[config.mk]
export PLATFORM = sky130hd
export DESIGN_NAME = instruction_slot_sequencer
export DESIGN_NICKNAME = d
export VERILOG_FILES = /design/src/rtl/slot_seq_pkg.sv /design/src/rtl/slot_field_extract.sv /design/src/rtl/op_classifier.sv /design/src/rtl/slot_seq_fsm.sv /design/src/rtl/instruction_slot_sequencer.sv
export SDC_FILE = /design/constraint.sdc
export NUM_CORES = 1
export LEC_CHECK = 0
export ABC_AREA = 1
export BUFFER_PORTS_ARGS = -buffer_cell sky130_fd_sc_hd__buf_4
export CAP_MARGIN = 0
export CORE_ASPECT_RATIO = 0.6
export CORE_MARGIN = 1
export CORE_UTILIZATION = 45
export CTS_CLUSTER_DIAMETER = 40
export CTS_CLUSTER_SIZE = 20
export DETAILED_ROUTE_END_ITERATION = 12
export PLACE_DENSITY_LB_ADDON = 0.08
export SLEW_MARGIN = 20
export SYNTH_ARGS = -nofsm -noshare
export SYNTH_HDL_FRONTEND = slang
export SYNTH_HIERARCHICAL = 1
export SYNTH_SLANG_ARGS = --single-unit
[constraint.sdc]
create_clock -name clk -period 2.2 [get_ports clk]
set_clock_uncertainty 0.1 [all_clocks]
set_input_delay 0.22 -clock clk [delete_from_list [all_inputs] [get_ports clk]]
set_output_delay 0.22 -clock clk [all_outputs]
set_load 0.02 [all_outputs]
[src/rtl/slot_seq_pkg.sv]
// Shared constants and types for the instruction slot sequencer.
// Assumes a 5-bit opcode space; the codes below fix the decoder's meaning.
package slot_seq_pkg;

    localparam int OPC_RET       = 0;
    localparam int OPC_EXEC      = 1;
    localparam int OPC_JUMP      = 2;
    localparam int OPC_CALL      = 3;
    localparam int OPC_LOOP_END  = 4;
    localparam int OPC_NEXT      = 5;
    localparam int OPC_IF_ZERO   = 6;
    localparam int OPC_IF_POS    = 7;
    localparam int OPC_SLOW_LO   = 8;
    localparam int OPC_SLOW_HI   = 15;
    localparam int OPC_NOP       = 28;

    // Per-opcode decode flags.
    typedef struct packed {
        logic jump;
        logic ender;
        logic slow;
    } op_class_t;

    typedef enum logic [1:0] {
        ST_IDLE  = 2'd0,
        ST_ISSUE = 2'd1,
        ST_HALT  = 2'd2
    } seq_state_e;

endpackage

[src/rtl/slot_field_extract.sv]
// Splits a registered instruction word into its opcode slots and the
// address field that lies below each slot, and flags terminal words.
// Assumes the final slot is narrower than an opcode; it is left-aligned
// so it can only encode opcodes whose low bits are zero.
module slot_field_extract #(
    parameter int WORD_W    = 18,
    parameter int OP_W      = 5,
    parameter int NUM_SLOTS = 4,
    localparam int ADDR_W   = WORD_W - OP_W,
    localparam int LAST_W   = WORD_W - OP_W * (NUM_SLOTS - 1)
) (
    input  logic [WORD_W-1:0]                word_in,
    output logic [NUM_SLOTS-1:0][OP_W-1:0]   slot_op,
    output logic [NUM_SLOTS-1:0][ADDR_W-1:0] slot_addr,
    output logic                             is_terminal
);
    import slot_seq_pkg::*;

    logic [NUM_SLOTS-1:0] nop_hit;

    genvar k;
    generate
        for (k = 0; k < NUM_SLOTS; k++) begin : g_slot
            if (k < NUM_SLOTS - 1) begin : g_full
                localparam int MSB  = WORD_W - 1 - k * OP_W;
                localparam int AW_K = WORD_W - (k + 1) * OP_W;
                // Full-width opcode field and the address bits below it.
                assign slot_op[k]   = word_in[MSB -: OP_W];
                assign slot_addr[k] = ADDR_W'(word_in[AW_K-1:0]);
            end else begin : g_last
                // Short final field, padded with zeros at the bottom.
                assign slot_op[k]   = {word_in[LAST_W-1:0], {(OP_W-LAST_W){1'b0}}};
                assign slot_addr[k] = '0;
            end
            assign nop_hit[k] = (slot_op[k] == OP_W'(OPC_NOP));
        end
    endgenerate

    // A word is terminal if it is empty or holds nothing but no-ops.
    assign is_terminal = (word_in == '0) || (&nop_hit);

endmodule

[src/rtl/op_classifier.sv]
// Decodes one opcode into its jump, word-ending and duration-class flags.
// Assumes the code assignment in slot_seq_pkg.
module op_classifier #(
    parameter int OP_W = 5
) (
    input  logic [OP_W-1:0]              op,
    output slot_seq_pkg::op_class_t      cls
);
    import slot_seq_pkg::*;

    // Flag lookup by opcode value.
    always_comb begin
        cls       = '0;
        cls.jump  = (int'(op) == OPC_JUMP)    || (int'(op) == OPC_CALL)  ||
                    (int'(op) == OPC_NEXT)    || (int'(op) == OPC_IF_ZERO) ||
                    (int'(op) == OPC_IF_POS);
        cls.ender = (int'(op) == OPC_RET)     || (int'(op) == OPC_EXEC)  ||
                    (int'(op) == OPC_LOOP_END);
        cls.slow  = (int'(op) >= OPC_SLOW_LO) && (int'(op) <= OPC_SLOW_HI);
    end

endmodule

[src/rtl/slot_seq_fsm.sv]
// Control for word acceptance, slot stepping, early word end and halt.
// Assumes the current slot's decode flags are presented combinationally
// for the slot index this module drives.
module slot_seq_fsm #(
    parameter int NUM_SLOTS = 4,
    localparam int IDX_W    = $clog2(NUM_SLOTS)
) (
    input  logic             clk,
    input  logic             rst_n,
    input  logic             word_valid,
    input  logic             word_terminal,
    input  logic             exec_stall,
    input  logic             slot_jump,
    input  logic             slot_ender,
    output logic             word_ready,
    output logic             load_word,
    output logic             issue_valid,
    output logic [IDX_W-1:0] slot_idx,
    output logic             word_done,
    output logic             halt
);
    import slot_seq_pkg::*;

    seq_state_e state;
    logic       last_slot;

    assign last_slot   = slot_jump || slot_ender || (slot_idx == IDX_W'(NUM_SLOTS - 1));
    assign word_ready  = (state == ST_IDLE);
    assign load_word   = word_ready && word_valid;
    assign issue_valid = (state == ST_ISSUE) && !word_terminal;
    assign word_done   = issue_valid && !exec_stall && last_slot;
    assign halt        = (state == ST_HALT);

    // State and slot index update.
    always_ff @(posedge clk) begin
        if (!rst_n) begin
            state    <= ST_IDLE;
            slot_idx <= '0;
        end else begin
            case (state)
                ST_IDLE: begin
                    if (word_valid) begin
                        state    <= ST_ISSUE;
                        slot_idx <= '0;
                    end
                end
                ST_ISSUE: begin
                    if (word_terminal) begin
                        state <= ST_HALT;
                    end else if (!exec_stall) begin
                        if (last_slot) begin
                            state <= ST_IDLE;
                        end else begin
                            slot_idx <= slot_idx + 1'b1;
                        end
                    end
                end
                default: state <= ST_HALT;
            endcase
        end
    end

    p_ready_excl_r2: assert property (@(posedge clk) disable iff (!rst_n)
        word_ready |-> !issue_valid);

    p_stall_hold_r8: assert property (@(posedge clk) disable iff (!rst_n)
        (issue_valid && exec_stall) |=> (issue_valid && $stable(slot_idx)));

    p_step_r3: assert property (@(posedge clk) disable iff (!rst_n)
        (issue_valid && !exec_stall && !word_done) |=>
            (issue_valid && slot_idx == $past(slot_idx) + 1'b1));

    p_done_ready_r7: assert property (@(posedge clk) disable iff (!rst_n)
        word_done |=> word_ready);

    p_halt_sticky_r10: assert property (@(posedge clk) disable iff (!rst_n)
        halt |=> (halt && !word_ready));

endmodule

[src/rtl/instruction_slot_sequencer.sv]
// Top level: registers an accepted word, steps through its opcode slots
// and presents each one with decode flags and jump address.
// Assumes the datapath samples the issue outputs on every cycle where
// issue_valid is high and exec_stall is low.
module instruction_slot_sequencer #(
    parameter int WORD_W    = 18,
    parameter int OP_W      = 5,
    parameter int NUM_SLOTS = 4,
    localparam int ADDR_W   = WORD_W - OP_W,
    localparam int IDX_W    = $clog2(NUM_SLOTS)
) (
    input  logic              clk,
    input  logic              rst_n,
    input  logic              word_valid,
    input  logic [WORD_W-1:0] word_data,
    output logic              word_ready,
    input  logic              exec_stall,
    output logic              issue_valid,
    output logic [IDX_W-1:0]  issue_slot,
    output logic [OP_W-1:0]   issue_op,
    output logic              issue_jump,
    output logic [ADDR_W-1:0] issue_addr,
    output logic              issue_slow,
    output logic              word_done,
    output logic              halt
);
    import slot_seq_pkg::*;

    logic [WORD_W-1:0]                word_q;
    logic [NUM_SLOTS-1:0][OP_W-1:0]   slot_op;
    logic [NUM_SLOTS-1:0][ADDR_W-1:0] slot_addr;
    logic                             word_terminal;
    logic                             load_word;
    logic [IDX_W-1:0]                 slot_idx;
    op_class_t                        cls;

    // Hold the word being sequenced.
    always_ff @(posedge clk) begin
        if (!rst_n) begin
            word_q <= '0;
        end else if (load_word) begin
            word_q <= word_data;
        end
    end

    slot_field_extract #(
        .WORD_W    (WORD_W),
        .OP_W      (OP_W),
        .NUM_SLOTS (NUM_SLOTS)
    ) u_extract (
        .word_in     (word_q),
        .slot_op     (slot_op),
        .slot_addr   (slot_addr),
        .is_terminal (word_terminal)
    );

    op_classifier #(
        .OP_W (OP_W)
    ) u_classify (
        .op  (slot_op[slot_idx]),
        .cls (cls)
    );

    slot_seq_fsm #(
        .NUM_SLOTS (NUM_SLOTS)
    ) u_fsm (
        .clk           (clk),
        .rst_n         (rst_n),
        .word_valid    (word_valid),
        .word_terminal (word_terminal),
        .exec_stall    (exec_stall),
        .slot_jump     (cls.jump),
        .slot_ender    (cls.ender),
        .word_ready    (word_ready),
        .load_word     (load_word),
        .issue_valid   (issue_valid),
        .slot_idx      (slot_idx),
        .word_done     (word_done),
        .halt          (halt)
    );

    // Issue outputs for the current slot.
    assign issue_slot = slot_idx;
    assign issue_op   = slot_op[slot_idx];
    assign issue_jump = issue_valid && cls.jump;
    assign issue_slow = issue_valid && cls.slow;
    assign issue_addr = issue_jump ? slot_addr[slot_idx] : '0;

    p_last_field_r4: assert property (@(posedge clk) disable iff (!rst_n)
        (issue_valid && issue_slot == IDX_W'(NUM_SLOTS - 1)) |-> (issue_op[1:0] == 2'b00));

    p_jump_ends_r5: assert property (@(posedge clk) disable iff (!rst_n)
        (issue_jump && !exec_stall) |-> word_done);

    p_stall_no_done_r8: assert property (@(posedge clk) disable iff (!rst_n)
        exec_stall |-> !word_done);

    p_op_stable_r8: assert property (@(posedge clk) disable iff (!rst_n)
        (issue_valid && exec_stall) |=> $stable(issue_op));

endmodule

## After elaboration in Yosys (flattened, before gate mapping)

Index checks and enable logic that the tools add are counted.

- Register bits: 22
- Bits in latches: 0
- Memory bits (writable): 0
- Memory bits (read-only): 0
- Input port bits: 22
- Output and inout bits: 26
- Logic and storage cells: 67
- Memories kept: 0

- Add/sub/neg operators: 1
- Multiply operators: 0
- Div/mod/pow operators: 0
- $lt $le $gt $ge: 3
- Equal/unequal tests: 20
- Shift operators: 0
- Multiplexer cells: 15
- Bitwise operators: 0
- Reduce and logical (&&, ||, !) cells: 25

Operators by type and width:

| cell | count |
|---|---|
| binary-select mux 13 bit (select 2 bit) | 1 |
| two-way mux 13 bit | 2 |
| == test 5 x 4 -> 1 bit, second input constant | 4 |
| logical NOT 18 bit | 1 |
| two-way mux 2 bit | 8 |
| == test 5 bit, second input constant | 3 |
| binary-select mux 5 bit (select 2 bit) | 1 |
| == test 5 x 3 -> 1 bit, second input constant | 2 |
| logical OR 1 bit | 9 |
| inequality test 2 bit, second input constant | 4 |
| case mux 2 bit (2 select lines) | 2 |
| logical AND 1 bit | 7 |
| == test 5 x 2 -> 1 bit, second input constant | 1 |
| >= comparator 5 x 4 -> 1 bit, second input constant | 1 |
| <= comparator 5 x 4 -> 1 bit, second input constant | 1 |
| logical NOT 5 bit | 1 |
| two-way mux 5 bit | 1 |
| AND reduction 5 bit | 1 |
| == test 2 bit, second input constant | 2 |
| AND reduction 4 bit | 1 |
| == test 3 bit, second input constant | 1 |
| < comparator 2 x 3 -> 1 bit, second input constant | 1 |
| inequality test 3 x 1 -> 1 bit, second input constant | 1 |
| inequality test 3 x 2 -> 1 bit, second input constant | 1 |
| 6 further kinds | 7 |

## Depth between registers and ports, before layout

- Depth after elaboration: 13
- Depth in mapped cells: 15

## Hierarchy

The synthesis kept the hierarchy.

By module, submodules not included:

| module | times used | cells an instance | area each (µm²) | sequential area each (µm²) |
|---|---|---|---|---|
| instruction_slot_sequencer | 1 | 267 | 1431.4 | 360.3 |
| slot_field_extract | 1 | 104 | 671.9 | 0.0 |
| slot_seq_fsm | 1 | 39 | 242.7 | 80.1 |
| op_classifier | 1 | 9 | 38.8 | 0.0 |

## Least setup slack after synthesis

Ideal clock, no wire load.

- Kind: register to output
- Start: register u_fsm.slot_idx[0]
- End: output issue_jump
- Data arrival time: 2.368 ns
- Required time: 1.880 ns
- Slack: -0.488 ns
- Cell stages (with the launch flop): 11
- Buffers on the path: 3
- Cell sequence: dfxtp_1 > buf_6 > buf_2 > nor2_1 > o21ai_0 > nor2_2 > nand2_1 > inv_1 > nand2_1 > clkbuf_1 > inv_1

RTL lines:

| item | RTL line | text |
|---|---|---|
| start: declaration | slot_seq_fsm.sv:18 | `output logic [IDX_W-1:0] slot_idx,` |
| start signal: assignment | slot_seq_fsm.sv:54 | `slot_idx <= slot_idx + 1'b1;` |
| end: declaration | instruction_slot_sequencer.sv:21 | `output logic issue_jump,` |

==> metrics <==
worst vdd ir 0.263 mV; Cell Area, Synth 0.00238 sq mm; synthesis-to-finish area growth 18.8%; global route overflow 0; worst reg2reg endpoint u_fsm/slot_idx[0]; Clock Tree Root clkbuf_8; fin worst setup slack 0.0213 ns; FF+latch count, synth 22; worst-path maximum fanout 7; Die Wd 96.0 um; post-synth top area share 23.0%; clock sink count 22; clock network fraction of total power 19.9%; Wirelength per Cell 10.8 um; cell repeated most along the worst path buf_6; vias in the first global route 1,942; max incr delay on CP 0.39 ns; cell internal pwr 0.00111 W; path depth of the worst reg2reg path 14; clock period minus final worst setup slack 2.18 ns; Mapped Avg Cell Area 5.69 sq um; Power Dens Cells 680 mW/mm^2; Post-Route WL 5.37 mm; FF/Latch Area 467 sq um; multi-input logic area 0.00135 sq mm; Worst R2R Setup Slack 0.29 ns; Antenna Diode Count 0; fin crit share 99.0%; initial DRC count 121; Hold EP word_q[17]; IO buf count 47; crit path capture type primary output; Startpoint Class flip-flop; drt drc 0; Critical Path Slowest Stage Cell dfxtp_4; status completed; area post-placement 0.00251 sq mm; Peak Freq 0.459 GHz; dpl hpwl 4.01 mm; Std-Cell Rows 20; RSZ-0062 raised after global routing true; Hold Path Cell Cnt 3; MaxCap Viol Count 0; CP delay by family, top buffers and inverters; first-pass GRT wire length 9.20 mm; cell accounting for the most synthesized area buf_4; worst skew pair latency 0.27 ns; core area 0.00508 sq mm; Hold Vio Cnt, Final 0; Die Footprint 0.00560 sq mm; antenna violations before repair 0; Seq pwr share 26.8%; fin nets 454; total number of vias 2,182; Sw Share 42.5%; clock buffer depth 2; synth unique cells 20; HP Class in2reg; synthesized instance count 419; Place WS 0.103 ns; CP Buf/Inv Count 4; sequential share of the synthesized area 18.5%; Setup CP Type reg2out; TritonCTS clock tree yes; top post-synthesis cells by area buf_4, dfxtp_1, nand2_1; P_leak 1.33 nW; gr usage total 21.1%; hold path startpoint word_data[17]; CTS Buf Count 3; Crit path arrival time 1.86 ns; io pins 48; ratio of cells with drive above 1 in the final layout 29.3%; drt pass-1 iters 5; fin area 0.00283 sq mm; antenna-violating nets left 0; fillers 538; final setup fails 0; worst r2r src u_fsm/slot_idx[0]; Die H 58.4 um; routed vias/inst 4.40; Psw 0.000819 W; worst path required time 1.88 ns; Starting Density 46.9%; CP cell instances buf_6 -> nor2_4 -> nor2_1 -> o21ai_1 -> o21ai_2 -> nor2_2 -> nand2_1 -> inv_2 -> nand2_4 -> buf_12 -> a21oi_4 -> buf_6; clock transition at the registers of the reported paths 0.08 ns; Crit path depth 12; CTS HTree Levels 1; largest net degree at the start of global routing 27; combinational power share 53.3%; routability-driven placement congestion ratio 0.795; Yosys warning count 6; Max Slew Vio Count 0
-- stage by stage --
step	power [W]	setup TNS, ns	utilization, %	hold WS [ns]	std cells
after floorplan	0.00128	0	-	0.233	448
after global placement	0.00138	0	49.3	0.341	485
after detailed placement	0.00138	0	49.3	0.349	485
after CTS	0.00188	-0.00543	53.8	0.0593	496
after global routing	0.00208	-1.14	55.8	0.0612	496
final	0.00193	0	55.8	0.0668	496
-- sequential cells by signal, indices dropped and copies added, names as in the netlist --
signal and flops:
word_q 18, u_fsm/slot_idx 2, u_fsm/state 2
-- synth_stat cells --
| library cell | n |
|---|---|
| o21ai_1 | 5 |
| nand2_2 | 2 |
| a21oi_1 | 17 |
| nand2_1 | 74 |
| nand3b_1 | 1 |
| ha_1 | 1 |
| clkbuf_1 | 2 |
| inv_4 | 1 |
| nor2_1 | 70 |
| buf_6 | 4 |
| buf_2 | 7 |
| nand3_1 | 34 |
| dfxtp_1 | 22 |
| inv_2 | 3 |
| inv_1 | 67 |
| nor2_2 | 6 |
| o21ai_0 | 28 |
| buf_4 | 73 |
| clkbuf_2 | 1 |
| conb_1 | 1 |
-- area by class of cell --
| class | count | share of cell area [%] |
|---|---|---|
| Tap cell | 66 | 2.91 |
| Sequential cell | 22 | 16.5 |
| Clock inverter | 1 | 1.06 |
| Inverter | 71 | 9.67 |
| Timing Repair Buffer | 65 | 20.8 |
| Clock buffer | 3 | 1.46 |
| Multi-Input combinational cell | 268 | 47.7 |
-- layer usage --
| layer | track usage (%) | share of wire [%] |
|---|---|---|
| met1 | 31.9 | 54 |
| met2 | 32.1 | 41 |
| met3 | 3.10 | 4.9 |
| met4 | 2.99 | 0.20 |
| met5 | 0 | 0 |
-- cell families (layout without fill, tap and decap cells) --
family / after synthesis / in the layout / share of synthesized area [%]
compound gates: 50 / 50 / 10.5
fa+ha+maj: 1 / 1 / 0.525
simple gates: 187 / 187 / 32.2
other cells: 1 / 30 / 0.157
flops: 22 / 22 / 18.5
buf+inv: 158 / 140 / 38.1
-- tightest hold or removal path: cells and delay by family --
| family | cells | cell delay, ns |
|---|---|---|
| buffers and inverters | 1 | 0.08 |
| AND/OR/NAND/NOR | 2 | 0.11 |
-- placed cells by master (no fill, tap or decap), drive strengths merged --
cell type  instances
inv               71
bufinv             1
o21ai             33
clkbuf             3
conb              30
buf               65
dfxtp             22
a21oi             17
nand2             76
ha                 1
nand3             34
nand3b             1
nor2              76
-- worst max-delay path by stage --
| stage | start | endpoint | slack, ns |
|---|---|---|---|
| global placement | u_fsm/slot_idx[0] | issue_addr[0] | 0.23 |
| CTS | u_fsm/slot_idx[0] | issue_addr[2] | -0.005 |
| global route | u_fsm/slot_idx[0] | word_done | -0.11 |
| floorplan | u_fsm/slot_idx[0] | issue_addr[10] | 0.002 |
| detailed placement | u_fsm/slot_idx[0] | issue_addr[2] | 0.10 |
| finish | u_fsm/slot_idx[0] | issue_addr[7] | 0.02 |
-- power groups by stage --
stage / Combinational [W] / Clock (W) / Sequential [W]
2_1_floorplan: 0.000776 / 0 / 0.000505
3_3_place_gp: 0.000865 / 0 / 0.000515
3_5_place_dp: 0.000867 / 0 / 0.000516
4_1_cts: 0.000974 / 0.000398 / 0.000511
5_1_grt: 0.00114 / 0.000411 / 0.000526
6_report: 0.00103 / 0.000384 / 0.000516
-- repair_timing --
| item | in CTS | in global routing |
|---|---|---|
| setup buffers | 6 | 0 |
| pin swaps | 3 | 13 |
| gates cloned | 1 | 0 |
| hold buffers | 0 | 0 |
| hold endpoints to repair | 0 | 0 |
| gates resized for setup | 37 | 30 |
| endpoints found under the setup margin | 15 | 15 |
Note: power is estimated with default switching activity, not from simulation.
